### src/rtl/ntt_pkg.sv
package ntt_pkg;

  typedef enum logic [2:0] {
    PH_IDLE,
    PH_PRE,
    PH_FWD,
    PH_PMUL,
    PH_INV,
    PH_POST,
    PH_OUT
  } phase_e;

  typedef enum logic [1:0] {
    BF_MUL,
    BF_GS,
    BF_CT
  } bf_mode_e;

  // Modular exponentiation by square-and-multiply, used only on constants.
  function automatic int unsigned powmod(int unsigned base, int unsigned ex, int unsigned m);
    longint unsigned r;
    longint unsigned x;
    r = 1;
    x = longint'(base % m);
    for (int i = 0; i < 32; i++) begin
      if (ex[i]) r = (r * x) % longint'(m);
      x = (x * x) % longint'(m);
    end
    return r[31:0];
  endfunction

  // Low index of butterfly j in a stage whose pair distance is 2**sh.
  function automatic int lo_idx(int j, int sh);
    return ((j >> sh) << (sh + 1)) + (j & ((1 << sh) - 1));
  endfunction

  // Twiddle exponent of butterfly j: position inside its group, scaled.
  function automatic int tw_exp(int j, int sh, int scale);
    return (j & ((1 << sh) - 1)) << scale;
  endfunction

endpackage

### src/rtl/ntt_rst_sync.sv
module ntt_rst_sync (
  input  logic clk,
  input  logic arst_n,
  output logic srst_n
);

  logic meta_q;
  logic sync_q;

  always_ff @(posedge clk or negedge arst_n) begin
    if (!arst_n) begin
      meta_q <= 1'b0;
      sync_q <= 1'b0;
    end else begin
      meta_q <= 1'b1;
      sync_q <= meta_q;
    end
  end

  assign srst_n = sync_q;

endmodule

### src/rtl/ntt_bfly.sv
module ntt_bfly
  import ntt_pkg::*;
#(
  parameter int P = 17,
  parameter int W = 5
) (
  input  bf_mode_e       mode,
  input  logic [W-1:0]   u,
  input  logic [W-1:0]   v,
  input  logic [W-1:0]   w,
  output logic [W-1:0]   o0,
  output logic [W-1:0]   o1
);

  localparam logic [W:0]     P_X  = (W+1)'(P);
  localparam logic [2*W-1:0] P_2W = (2*W)'(P);

  function automatic logic [W-1:0] add_m(logic [W-1:0] a, logic [W-1:0] b);
    logic [W:0] s;
    s = {1'b0, a} + {1'b0, b};
    if (s >= P_X) s = s - P_X;
    return s[W-1:0];
  endfunction

  function automatic logic [W-1:0] sub_m(logic [W-1:0] a, logic [W-1:0] b);
    logic [W:0] s;
    if (a >= b) s = {1'b0, a} - {1'b0, b};
    else        s = {1'b0, a} + P_X - {1'b0, b};
    return s[W-1:0];
  endfunction

  logic [W-1:0]   diff;
  logic [W-1:0]   mul_x;
  logic [2*W-1:0] prod;
  logic [2*W-1:0] prod_r;
  logic [W-1:0]   mres;

  // One multiplier per unit; its first operand is steered by the mode.
  always_comb begin
    diff = sub_m(u, v);
    case (mode)
      BF_GS:   mul_x = diff;
      BF_CT:   mul_x = v;
      default: mul_x = u;
    endcase
    prod   = {{W{1'b0}}, mul_x} * {{W{1'b0}}, w};
    prod_r = prod % P_2W;
    mres   = prod_r[W-1:0];
  end

  always_comb begin
    case (mode)
      BF_GS: begin
        o0 = add_m(u, v);
        o1 = mres;
      end
      BF_CT: begin
        o0 = add_m(u, mres);
        o1 = sub_m(u, mres);
      end
      default: begin
        o0 = mres;
        o1 = v;
      end
    endcase
  end

endmodule

### src/rtl/ntt_seq.sv
module ntt_seq
  import ntt_pkg::*;
#(
  parameter int N   = 8,
  parameter int P   = 17,
  parameter int PSI = 3,
  parameter int W   = 5,
  parameter int AW  = 3
) (
  input  logic                 clk,
  input  logic                 rst_n,
  input  logic                 start,
  output logic                 busy,
  output logic                 done,
  output logic                 out_valid,
  output logic [AW-1:0]        out_idx,
  output logic [1:0]           op_bank,
  output logic [1:0][AW-1:0]   op_i0,
  output logic [1:0][AW-1:0]   op_i1,
  output logic [1:0][W-1:0]    op_w,
  output logic [1:0][1:0]      op_mode,
  output logic [1:0]           op_we0,
  output logic [1:0]           op_we1,
  output logic [1:0]           op_wmem
);

  localparam int LOGN = $clog2(N);
  localparam int unsigned OMEGA     = powmod(PSI, 2, P);
  localparam int unsigned OMEGA_INV = powmod(OMEGA, P - 2, P);
  localparam int unsigned PSI_INV   = powmod(PSI, P - 2, P);
  localparam int unsigned N_INV     = powmod(N, P - 2, P);

  localparam logic [AW-1:0] LAST_N    = AW'(N - 1);
  localparam logic [AW-1:0] LAST_HALF = AW'(N / 2 - 1);
  localparam logic [AW-1:0] LAST_QTR  = AW'(N / 4 - 1);
  localparam logic [AW-1:0] LAST_STG  = AW'(LOGN - 1);

  // Constant twiddle tables, computed at elaboration.
  logic [W-1:0] tw_om   [N];
  logic [W-1:0] tw_omi  [N];
  logic [W-1:0] tw_psi  [N];
  logic [W-1:0] tw_post [N];

  for (genvar k = 0; k < N; k++) begin : g_tw
    assign tw_om[k]   = W'(powmod(OMEGA, k, P));
    assign tw_omi[k]  = W'(powmod(OMEGA_INV, k, P));
    assign tw_psi[k]  = W'(powmod(PSI, k, P));
    assign tw_post[k] = W'((powmod(PSI_INV, k, P) * N_INV) % P);
  end

  phase_e        ph_q, ph_n;
  logic [AW-1:0] cnt_q, cnt_n;
  logic [AW-1:0] stg_q, stg_n;
  logic          done_q, done_n;
  logic          adv;

  // Next-state logic.
  always_comb begin
    ph_n   = ph_q;
    cnt_n  = cnt_q;
    stg_n  = stg_q;
    done_n = 1'b0;
    case (ph_q)
      PH_IDLE: begin
        if (start) begin
          ph_n  = PH_PRE;
          cnt_n = '0;
          stg_n = '0;
        end
      end
      PH_PRE: begin
        if (cnt_q == LAST_N) begin
          ph_n  = PH_FWD;
          cnt_n = '0;
        end else begin
          cnt_n = cnt_q + 1'b1;
        end
      end
      PH_FWD: begin
        if (cnt_q == LAST_HALF) begin
          cnt_n = '0;
          if (stg_q == LAST_STG) begin
            ph_n  = PH_PMUL;
            stg_n = '0;
          end else begin
            stg_n = stg_q + 1'b1;
          end
        end else begin
          cnt_n = cnt_q + 1'b1;
        end
      end
      PH_PMUL: begin
        if (cnt_q == LAST_HALF) begin
          ph_n  = PH_INV;
          cnt_n = '0;
        end else begin
          cnt_n = cnt_q + 1'b1;
        end
      end
      PH_INV: begin
        if (cnt_q == LAST_QTR) begin
          cnt_n = '0;
          if (stg_q == LAST_STG) begin
            ph_n  = PH_POST;
            stg_n = '0;
          end else begin
            stg_n = stg_q + 1'b1;
          end
        end else begin
          cnt_n = cnt_q + 1'b1;
        end
      end
      PH_POST: begin
        if (cnt_q == LAST_HALF) begin
          ph_n  = PH_OUT;
          cnt_n = '0;
        end else begin
          cnt_n = cnt_q + 1'b1;
        end
      end
      PH_OUT: begin
        if (cnt_q == LAST_N) begin
          ph_n   = PH_IDLE;
          cnt_n  = '0;
          done_n = 1'b1;
        end else begin
          cnt_n = cnt_q + 1'b1;
        end
      end
      default: ph_n = PH_IDLE;
    endcase
  end

  assign adv = (ph_q != PH_IDLE) || start;

  // State registers with explicit clock enable.
  always_ff @(posedge clk or negedge rst_n) begin
    if (!rst_n) begin
      ph_q   <= PH_IDLE;
      cnt_q  <= '0;
      stg_q  <= '0;
      done_q <= 1'b0;
    end else begin
      done_q <= done_n;
      if (adv) begin
        ph_q  <= ph_n;
        cnt_q <= cnt_n;
        stg_q <= stg_n;
      end
    end
  end

  // Per-unit operation decode.
  int sh_v;
  int j_v;
  int lo_v;

  always_comb begin
    op_bank = '0;
    op_i0   = '0;
    op_i1   = '0;
    op_w    = '0;
    op_mode = '0;
    op_we0  = '0;
    op_we1  = '0;
    op_wmem = '0;
    sh_v    = 0;
    j_v     = 0;
    lo_v    = 0;
    for (int u = 0; u < 2; u++) begin
      case (ph_q)
        PH_PRE: begin
          op_bank[u] = u[0];
          op_i0[u]   = cnt_q;
          op_i1[u]   = cnt_q;
          op_w[u]    = tw_psi[cnt_q];
          op_mode[u] = BF_MUL;
          op_we0[u]  = 1'b1;
        end
        PH_FWD: begin
          sh_v       = LOGN - 1 - int'(stg_q);
          j_v        = int'(cnt_q);
          lo_v       = lo_idx(j_v, sh_v);
          op_bank[u] = u[0];
          op_i0[u]   = AW'(lo_v);
          op_i1[u]   = AW'(lo_v + (1 << sh_v));
          op_w[u]    = tw_om[AW'(tw_exp(j_v, sh_v, int'(stg_q)))];
          op_mode[u] = BF_GS;
          op_we0[u]  = 1'b1;
          op_we1[u]  = 1'b1;
        end
        PH_PMUL: begin
          j_v        = 2 * int'(cnt_q) + u;
          op_i0[u]   = AW'(j_v);
          op_i1[u]   = AW'(j_v);
          op_mode[u] = BF_MUL;
          op_wmem[u] = 1'b1;
          op_we0[u]  = 1'b1;
        end
        PH_INV: begin
          sh_v       = int'(stg_q);
          j_v        = 2 * int'(cnt_q) + u;
          lo_v       = lo_idx(j_v, sh_v);
          op_i0[u]   = AW'(lo_v);
          op_i1[u]   = AW'(lo_v + (1 << sh_v));
          op_w[u]    = tw_omi[AW'(tw_exp(j_v, sh_v, LOGN - 1 - sh_v))];
          op_mode[u] = BF_CT;
          op_we0[u]  = 1'b1;
          op_we1[u]  = 1'b1;
        end
        PH_POST: begin
          j_v        = 2 * int'(cnt_q) + u;
          op_i0[u]   = AW'(j_v);
          op_i1[u]   = AW'(j_v);
          op_w[u]    = tw_post[AW'(j_v)];
          op_mode[u] = BF_MUL;
          op_we0[u]  = 1'b1;
        end
        default: ;
      endcase
    end
  end

  assign busy      = (ph_q != PH_IDLE);
  assign out_valid = (ph_q == PH_OUT);
  assign out_idx   = cnt_q;
  assign done      = done_q;

  // output indices advance by one per cycle while the stream runs.
  a_r4_idx_steps: assert property (@(posedge clk) disable iff (!rst_n)
    (out_valid && out_idx != LAST_N) |=> (out_valid && out_idx == $past(out_idx) + 1'b1));

  // the stream always opens at index zero.
  a_r4_idx_opens_zero: assert property (@(posedge clk) disable iff (!rst_n)
    $rose(out_valid) |-> (out_idx == '0));

  // an idle start launches the engine on the next cycle.
  a_r3_start_launches: assert property (@(posedge clk) disable iff (!rst_n)
    (!busy && start) |=> busy);

endmodule

### src/rtl/ntt_negamul.sv
module ntt_negamul
  import ntt_pkg::*;
#(
  parameter int N   = 8,
  parameter int P   = 17,
  parameter int PSI = 3,
  localparam int W  = $clog2(P),
  localparam int AW = $clog2(N)
) (
  input  logic          clk,
  input  logic          rst_n,
  input  logic          start,
  input  logic          ld_we,
  input  logic          ld_sel,
  input  logic [AW-1:0] ld_addr,
  input  logic [W-1:0]  ld_data,
  output logic          busy,
  output logic          done,
  output logic          out_valid,
  output logic [AW-1:0] out_idx,
  output logic [W-1:0]  out_data
);

  localparam logic [W-1:0]  P_LIM  = W'(P);
  localparam logic [AW-1:0] IDX_LAST = AW'(N - 1);

  logic srst_n;

  ntt_rst_sync rst_sync_i (
    .clk    (clk),
    .arst_n (rst_n),
    .srst_n (srst_n)
  );

  logic [1:0]          op_bank;
  logic [1:0][AW-1:0]  op_i0;
  logic [1:0][AW-1:0]  op_i1;
  logic [1:0][W-1:0]   op_w;
  logic [1:0][1:0]     op_mode;
  logic [1:0]          op_we0;
  logic [1:0]          op_we1;
  logic [1:0]          op_wmem;

  ntt_seq #(
    .N   (N),
    .P   (P),
    .PSI (PSI),
    .W   (W),
    .AW  (AW)
  ) seq_i (
    .clk       (clk),
    .rst_n     (srst_n),
    .start     (start),
    .busy      (busy),
    .done      (done),
    .out_valid (out_valid),
    .out_idx   (out_idx),
    .op_bank   (op_bank),
    .op_i0     (op_i0),
    .op_i1     (op_i1),
    .op_w      (op_w),
    .op_mode   (op_mode),
    .op_we0    (op_we0),
    .op_we1    (op_we1),
    .op_wmem   (op_wmem)
  );

  // Coefficient stores: bank a also holds the spectrum product and result.
  logic [W-1:0] mem_a   [N];
  logic [W-1:0] mem_b   [N];
  logic [W-1:0] mem_a_n [N];
  logic [W-1:0] mem_b_n [N];

  logic [1:0][W-1:0] res0;
  logic [1:0][W-1:0] res1;

  for (genvar g = 0; g < 2; g++) begin : g_unit
    logic [W-1:0] u_in;
    logic [W-1:0] v_in;
    logic [W-1:0] w_in;

    assign u_in = op_bank[g] ? mem_b[op_i0[g]] : mem_a[op_i0[g]];
    assign v_in = op_bank[g] ? mem_b[op_i1[g]] : mem_a[op_i1[g]];
    assign w_in = op_wmem[g] ? mem_b[op_i0[g]] : op_w[g];

    ntt_bfly #(
      .P (P),
      .W (W)
    ) bfly_i (
      .mode (bf_mode_e'(op_mode[g])),
      .u    (u_in),
      .v    (v_in),
      .w    (w_in),
      .o0   (res0[g]),
      .o1   (res1[g])
    );

    // every value a unit writes back is a reduced residue.
    a_r1_unit_range: assert property (@(posedge clk) disable iff (!srst_n)
      (op_we0[g] |-> res0[g] < P_LIM) and (op_we1[g] |-> res1[g] < P_LIM));
  end

  logic load_ok;
  logic mem_en;

  assign load_ok = ld_we && !busy;
  assign mem_en  = load_ok || (|op_we0) || (|op_we1);

  always_comb begin
    mem_a_n = mem_a;
    mem_b_n = mem_b;
    if (load_ok) begin
      if (ld_sel) mem_b_n[ld_addr] = ld_data;
      else        mem_a_n[ld_addr] = ld_data;
    end
    for (int u = 0; u < 2; u++) begin
      if (op_we0[u]) begin
        if (op_bank[u]) mem_b_n[op_i0[u]] = res0[u];
        else            mem_a_n[op_i0[u]] = res0[u];
      end
      if (op_we1[u]) begin
        if (op_bank[u]) mem_b_n[op_i1[u]] = res1[u];
        else            mem_a_n[op_i1[u]] = res1[u];
      end
    end
  end

  always_ff @(posedge clk or negedge srst_n) begin
    if (!srst_n) begin
      for (int i = 0; i < N; i++) begin
        mem_a[i] <= '0;
        mem_b[i] <= '0;
      end
    end else if (mem_en) begin
      mem_a <= mem_a_n;
      mem_b <= mem_b_n;
    end
  end

  assign out_data = mem_a[out_idx];

  // streamed coefficients are reduced residues.
  a_r1_out_range: assert property (@(posedge clk) disable iff (!srst_n)
    out_valid |-> (out_data < P_LIM));

  // the completion pulse lasts a single cycle.
  a_r5_done_single: assert property (@(posedge clk) disable iff (!srst_n)
    done |=> !done);

  // the completion pulse follows the last streamed coefficient.
  a_r5_done_after_last: assert property (@(posedge clk) disable iff (!srst_n)
    done |-> ($past(out_valid) && $past(out_idx) == IDX_LAST));

  // once launched, the engine stays busy until its output stream.
  a_r6_busy_holds: assert property (@(posedge clk) disable iff (!srst_n)
    (busy && !out_valid) |=> busy);

  // results are only streamed during a run.
  a_r4_valid_in_run: assert property (@(posedge clk) disable iff (!srst_n)
    out_valid |-> busy);

endmodule

### config.mk
export PLATFORM = sky130hd
export DESIGN_NAME = ntt_negamul
export DESIGN_NICKNAME = d
export VERILOG_FILES = /design/src/rtl/ntt_pkg.sv /design/src/rtl/ntt_rst_sync.sv /design/src/rtl/ntt_bfly.sv /design/src/rtl/ntt_seq.sv /design/src/rtl/ntt_negamul.sv
export SDC_FILE = /design/constraint.sdc
export NUM_CORES = 1
export LEC_CHECK = 0
export ABC_AREA = 1
export BUFFER_PORTS_ARGS = -buffer_cell sky130_fd_sc_hd__clkbuf_2
export CORE_MARGIN = 2
export CORE_UTILIZATION = 40
export CTS_BUF_LIST = sky130_fd_sc_hd__clkbuf_8
export CTS_CLUSTER_SIZE = 40
export DETAILED_ROUTE_END_ITERATION = 12
export SYNTH_ARGS = -nofsm -noshare
export SYNTH_HDL_FRONTEND = slang
export SYNTH_SLANG_ARGS = --single-unit
export TNS_END_PERCENT = 10
### constraint.sdc
create_clock -name clk -period 3.2 [get_ports clk]
set_input_delay 0 -clock clk [delete_from_list [all_inputs] [get_ports clk]]
set_output_delay 0 -clock clk [all_outputs]
set_load 0.02 [all_outputs]
==> run metrics, run 1 <==
status finished, violations left; failing checks negative setup slack; reg2reg start seq_i.stg_q[0]; Nets around 4000; Initial Utilization approximately 40%; sequential area share after synthesis around an eighth; CTS sink cnt roughly 90; DR vias 24200; CTS tree done; initial antenna violation count 1; number of synthesized flops with an enable pin 0; Yosys warnings 0; layout cell share with drive strength beyond 1 a little over a third; Final period util 441%; DP Area 25200 um^2; average size of a mapped cell a little under 6 um^2; Crit Path Max Fanout 6; # IOs 24; critical path class register to register; critical path launch point type register; worst slew pin tran 706 ps; WHS Path Cells 6; first-pass GRT wire length ~130000 um; mapped cell area ~18000 um^2; DP Cell Count 4364; reg-to-reg slack, setup -10910 ps; Synth cell types 68; post-route ant nets 0; deepest clock path buffer count 2; Buffers on Ports 23; die height 215 um; synth top area cells nand2_1, dfrtp_1, ha_1; post-DR wirelength/cell ~20 um; delay of the slowest critical-path stage slightly above 600 ps; RSZ-0062 raised after global routing yes; design area 27400 um^2; core area approximately 44000 um^2; most frequent CP cell nand2_4; register bit total from synthesis around 90; syn_nets approximately 3200; Top delay family on crit path adder cells; reg2reg path depth 94; Non-Filler Instances 4441; die area about 46000 um^2; P&R area growth vs syn 53.7%; setup TNS -862450 ps; worst relative slew slack a little over half; pin count of the biggest net entering global routing 56; Primary FF master, synth dfrtp_1; CTS root buf clkbuf_8; hold path endpoint seq_i.out_idx[0]; Tmin final between 10000 and 15000 ps; f_max between 0.07 and 0.08 GHz; Post-synth ARST share 100%; vias in the first global route around 23000; GPL Wtd Cong around 1.1; WP buf/inv 17; Clock Skews 22.5 ps; crit path DAT 14440 ps; Max Cap Violations 0; CP endpoint kind register; WP data required around 3500 ps; share of the synthesized area in the top cell type between 10% and 20%; largest area contributor in the netlist nand2_1; hold_sp start; 1st-pass router iterations 9; DR vias/cell 5.46; number of core rows 77; Max Slew Vio Count 0; DP HPWL 70500 um; Tot GR Track Use 36.8%; post-route setup slack -10910 ps; Hold Path Class primary input to register; Syn Inst Count ~3000; CP max stage cell fa_2; drt total wl 87700 um; initial DRC count 2313; Die Wd roughly 210 um; Synth top cells by count nand2_1, inv_1, nor2_1, a21oi_1, nand3_1; fill count about 4200; worst-skew pair later-pin latency 440 ps; grt ovf 0; final setup fails 80; DRC Markers 0; FF-to-FF End mem_a[3]; H-tree Lvls 3; Worst-path clk slew approximately 120 ps; most common cell in the netlist nand2_1; Hold Vio Cnt, Final 0; Util after Layout ~62%; CTS Buf Count 9
==> final cells by class <==
cell class	instances	area (um^2)	area share, %
Clock buffer	9	124	0.453
Inverter	485	1890	6.91
Antenna cell	1	2.50	0.00915
Multi-Input combinational cell	2342	15100	55.0
Sequential cell	92	2310	8.44
Tap cell	592	741	2.71
Clock inverter	7	57.6	0.210
Timing Repair Buffer	913	7180	26.2
==> worst max-delay path by stage <==
stage	end	slack, ps	startpoint	cells past startpoint
global placement	mem_b[35]	-10870	seq_i.stg_q[0]	86
finish	mem_a[3]	-10910	seq_i.stg_q[0]	94
CTS	mem_a[39]	-10670	seq_i.stg_q[0]	91
floorplan	mem_b[9]	-10110	seq_i.stg_q[0]	87
detailed placement	mem_b[35]	-11180	seq_i.stg_q[0]	81
global route	mem_a[3]	-11650	seq_i.stg_q[1]	97
==> state kept, by name, summed over array words and instances (netlist names) <==
register           cells
rst_sync_i.srst_n      1
rst_sync_i.meta_q      1
mem_a                 40
seq_i.stg_q            3
seq_i.ph_q             3
seq_i.done             1
mem_b                 40
seq_i.out_idx          3
==> placed cells by master (no fill, tap or decap), types with 45 or more instances in the layout <==
cell | synthesis | final
buf_4 | 1 | 842
nand2_1 | 676 | 620
inv_1 | 438 | 406
nor2_1 | 287 | 270
nand3_1 | 236 | 200
o21ai_0 | 229 | 194
a21oi_1 | 239 | 190
ha_1 | 138 | 110
nand2_2 | 62 | 97
dfrtp_1 | 92 | 90
inv_2 | 33 | 56
o211ai_1 | 56 | 56
o21ai_1 | 30 | 47
nand3_2 | 20 | 45
==> kinds of logic (layout without fill, tap and decap cells) <==
| family | count (synthesis) | in the layout | share of synthesized area [%] |
|---|---|---|---|
| and+or+nand+nor | 1383 | 1383 | 34.4 |
| buffers and inverters | 548 | 1414 | 11.8 |
| AOI/OAI and AO/OA | 718 | 718 | 23.7 |
| xor gates and xnor gates | 66 | 66 | 3.42 |
| other | 2 | 3 | 0.0422 |
| DFF | 92 | 92 | 12.9 |
| adders and majority gates | 173 | 173 | 13.6 |
==> per-layer routing <==
metal	vias up	global-route usage, %	share of wire, %
met5	-	0	0
met4	0	15.4	4.5
met3	202	6.89	8.8
met2	1077	58.9	45
met1	11300	48.7	42
li1	11600	-	-
==> worst register-to-register path, delay by kind of cell, from the launching register on <==
kind                     cells  cell delay [ps]
adder cells (fa/ha/maj)     14             4740
AND/OR/NAND/NOR             42             4050
AO/OA/AOI/OAI               18             2690
buffers and inverters       17             1500
XOR/XNOR                     3              540
flip-flops                   1              460
==> stage by stage <==
step,hold WS [ps],setup slack (ps)
floorplan,-296,-10110
global placement,-215,-10870
detailed placement,-211,-11180
CTS,113,-10670
global route,175,-11650
finish,145,-10910
==> timing repair <==
action	CTS	global route
gates resized for setup	120	244
setup endpoints to repair	80	80
gates cloned	1	0
hold buffers	2	0
hold endpoints to repair	2	0
pin swaps	69	104
setup buffers	31	27
Power of run 1 is not shown: default switching activity piles up to over one toggle a cycle in this logic, so the estimate is an artifact.
==> run 2, diff against run 1 <==
--- a/config.mk
+++ b/config.mk
@@ -9,7 +9,7 @@
 export BUFFER_PORTS_ARGS = -buffer_cell sky130_fd_sc_hd__clkbuf_2
 export CORE_MARGIN = 2
 export CORE_UTILIZATION = 40
-export CTS_BUF_LIST = sky130_fd_sc_hd__clkbuf_8
+export CTS_BUF_LIST = sky130_fd_sc_hd__clkbuf_4
 export CTS_CLUSTER_SIZE = 40
 export DETAILED_ROUTE_END_ITERATION = 12
 export SYNTH_ARGS = -nofsm -noshare
==> run metrics, run 2 (synthesis results as in run 1) <==
status finished, violations left (unchanged); failing checks negative setup slack (unchanged); Max Slew Vio Count 0 (unchanged); DP HPWL 70500 um (unchanged); drt total wl 87300 um (was 87700 um); WP data required 3650 ps (was 3520 ps); Max Cap Violations 0 (unchanged); Hold Path Class primary input to register (unchanged); die area 46200 um^2 (unchanged); Hold Vio Cnt, Final 0 (unchanged); Worst-path clk slew 200 ps (was 120 ps); critical path launch point type register (unchanged); most frequent cells in the layout buf_4, nand2_1, inv_1 (unchanged); DR vias/cell 5.44 (was 5.46); delay of the slowest critical-path stage 570 ps (was 610 ps); core area 44000 um^2 (unchanged); f_max 0.0707 GHz (was 0.0709 GHz); Nets 4020 (was 4029); crit path DAT 14590 ps (was 14440 ps); CTS Buf Count 9 (unchanged); hold slack 68.1 ps (was 145 ps); final setup fails 80 (unchanged); deepest clock path buffer count 2 (unchanged); worst slew pin tran 688 ps (was 706 ps); H-tree Lvls 3 (unchanged); Tot GR Track Use 36.8% (about the same); Tmin final 14140 ps (was 14110 ps); CP endpoint kind register (unchanged); CTS root buf clkbuf_4 (was clkbuf_8); vias in the first global route 23200 (about the same); P&R area growth vs syn 51.8% (was 53.7%); CTS sink cnt 92 (unchanged); Die Wd 215 um (unchanged); CTS tree done (unchanged); Crit Path Max Fanout 9 (was 6); DRC Markers 0 (unchanged); critical path class register to register (unchanged); pin count of the biggest net entering global routing 56 (unchanged); 1st-pass router iterations 6 (was 9); die height 215 um (unchanged); Clock Skews 40.0 ps (was 22.5 ps); initial DRC count 2138 (was 2313); worst-skew pair later-pin latency 570 ps (was 440 ps); RSZ-0062 raised after global routing yes (unchanged); Buffers on Ports 23 (unchanged); most common cell after layout, fill and taps aside buf_4 (unchanged); Final period util 442% (was 441%); post-route ant nets 0 (unchanged); post-route setup slack -10940 ps (was -10910 ps); # IOs 24 (unchanged); CP max stage cell fa_1 (was fa_2); DR vias 24100 (was 24200); layout cell share with drive strength beyond 1 35.2% (was 36.0%); number of core rows 77 (unchanged); post-DR wirelength/cell 19.7 um (about the same); Util after Layout 61.4% (was 62.1%); largest registers mem_a: 40 flops, mem_b: 40 flops (unchanged); Initial Utilization 40.4% (unchanged); Place WS -11180 ps (unchanged); initial antenna violation count 1 (unchanged); first-pass GRT wire length 132000 um (about the same); worst relative slew slack 54.2% (was 52.9%); GPL Wtd Cong 1.10 (unchanged); most frequent CP cell nand2_4 (unchanged); grt ovf 0 (unchanged)
## run 2: final cells by class
class,instances,area [um^2]
Clock inverter,7,57.6
Tap cell,592,741
Sequential cell,92,2310
Clock buffer,9,67.6
Antenna cell,2,5.00
Fill cell,4295,17000
Multi-Input combinational cell,2342,14900
Inverter,485,1900
Timing Repair Buffer,904,7060
## run 2: path summary, 6_finish.rpt
path / start / to / slack (ps) / depth (start not counted)
max: seq_i.stg_q[0] / mem_b[7] / -10940 / 87
min: ld_we / mem_b[23] / 70 / 6
max reg2reg: seq_i.stg_q[0] / mem_b[7] / -10940 / 87
min reg2reg: rst_sync_i.srst_n / mem_b[34] / 320 / 0
max in group asynchronous: rst_sync_i.srst_n / mem_a[12] / 2070 / 1
min in group asynchronous: rst_n / rst_sync_i.srst_n / 290 / 3
## run 2: critical path: cells and delay by family, from the launching register on
kind            cells  cell delay (ps)
fa+ha+maj          14             4760
compound gates     23             3730
simple gates       32             3240
buf+inv            16             1460
flops               1              430
xor+xnor            2              350
## run 2: per-stage QoR
stage	TNS (ps)	area (um^2)	std cells
finish	-864770	27000	4433
global route	-922290	27000	4432
CTS	-843540	26100	4413
detailed placement	-879330	25200	4364
global placement	-851710	25200	4364
floorplan	-798040	18200	2982
## run 2: what timing repair did
action / CTS / global route
hold endpoints to repair: 4 / 0
setup endpoints to repair: 80 / 80
gates cloned: 1 / 0
pin swaps: 69 / 57
setup buffers: 29 / 19
hold buffers: 3 / 0
resized for setup: 130 / 187
## run 2: metal layers
metal	global-route usage (%)	up-vias	wire length (um)
met5	0	-	0
met4	14.6	0	3830
met3	6.54	208	7710
met2	59.3	1058	38900
met1	48.8	11300	36900
li1	-	11600	-
Power of run 2 is left out for the same reason.
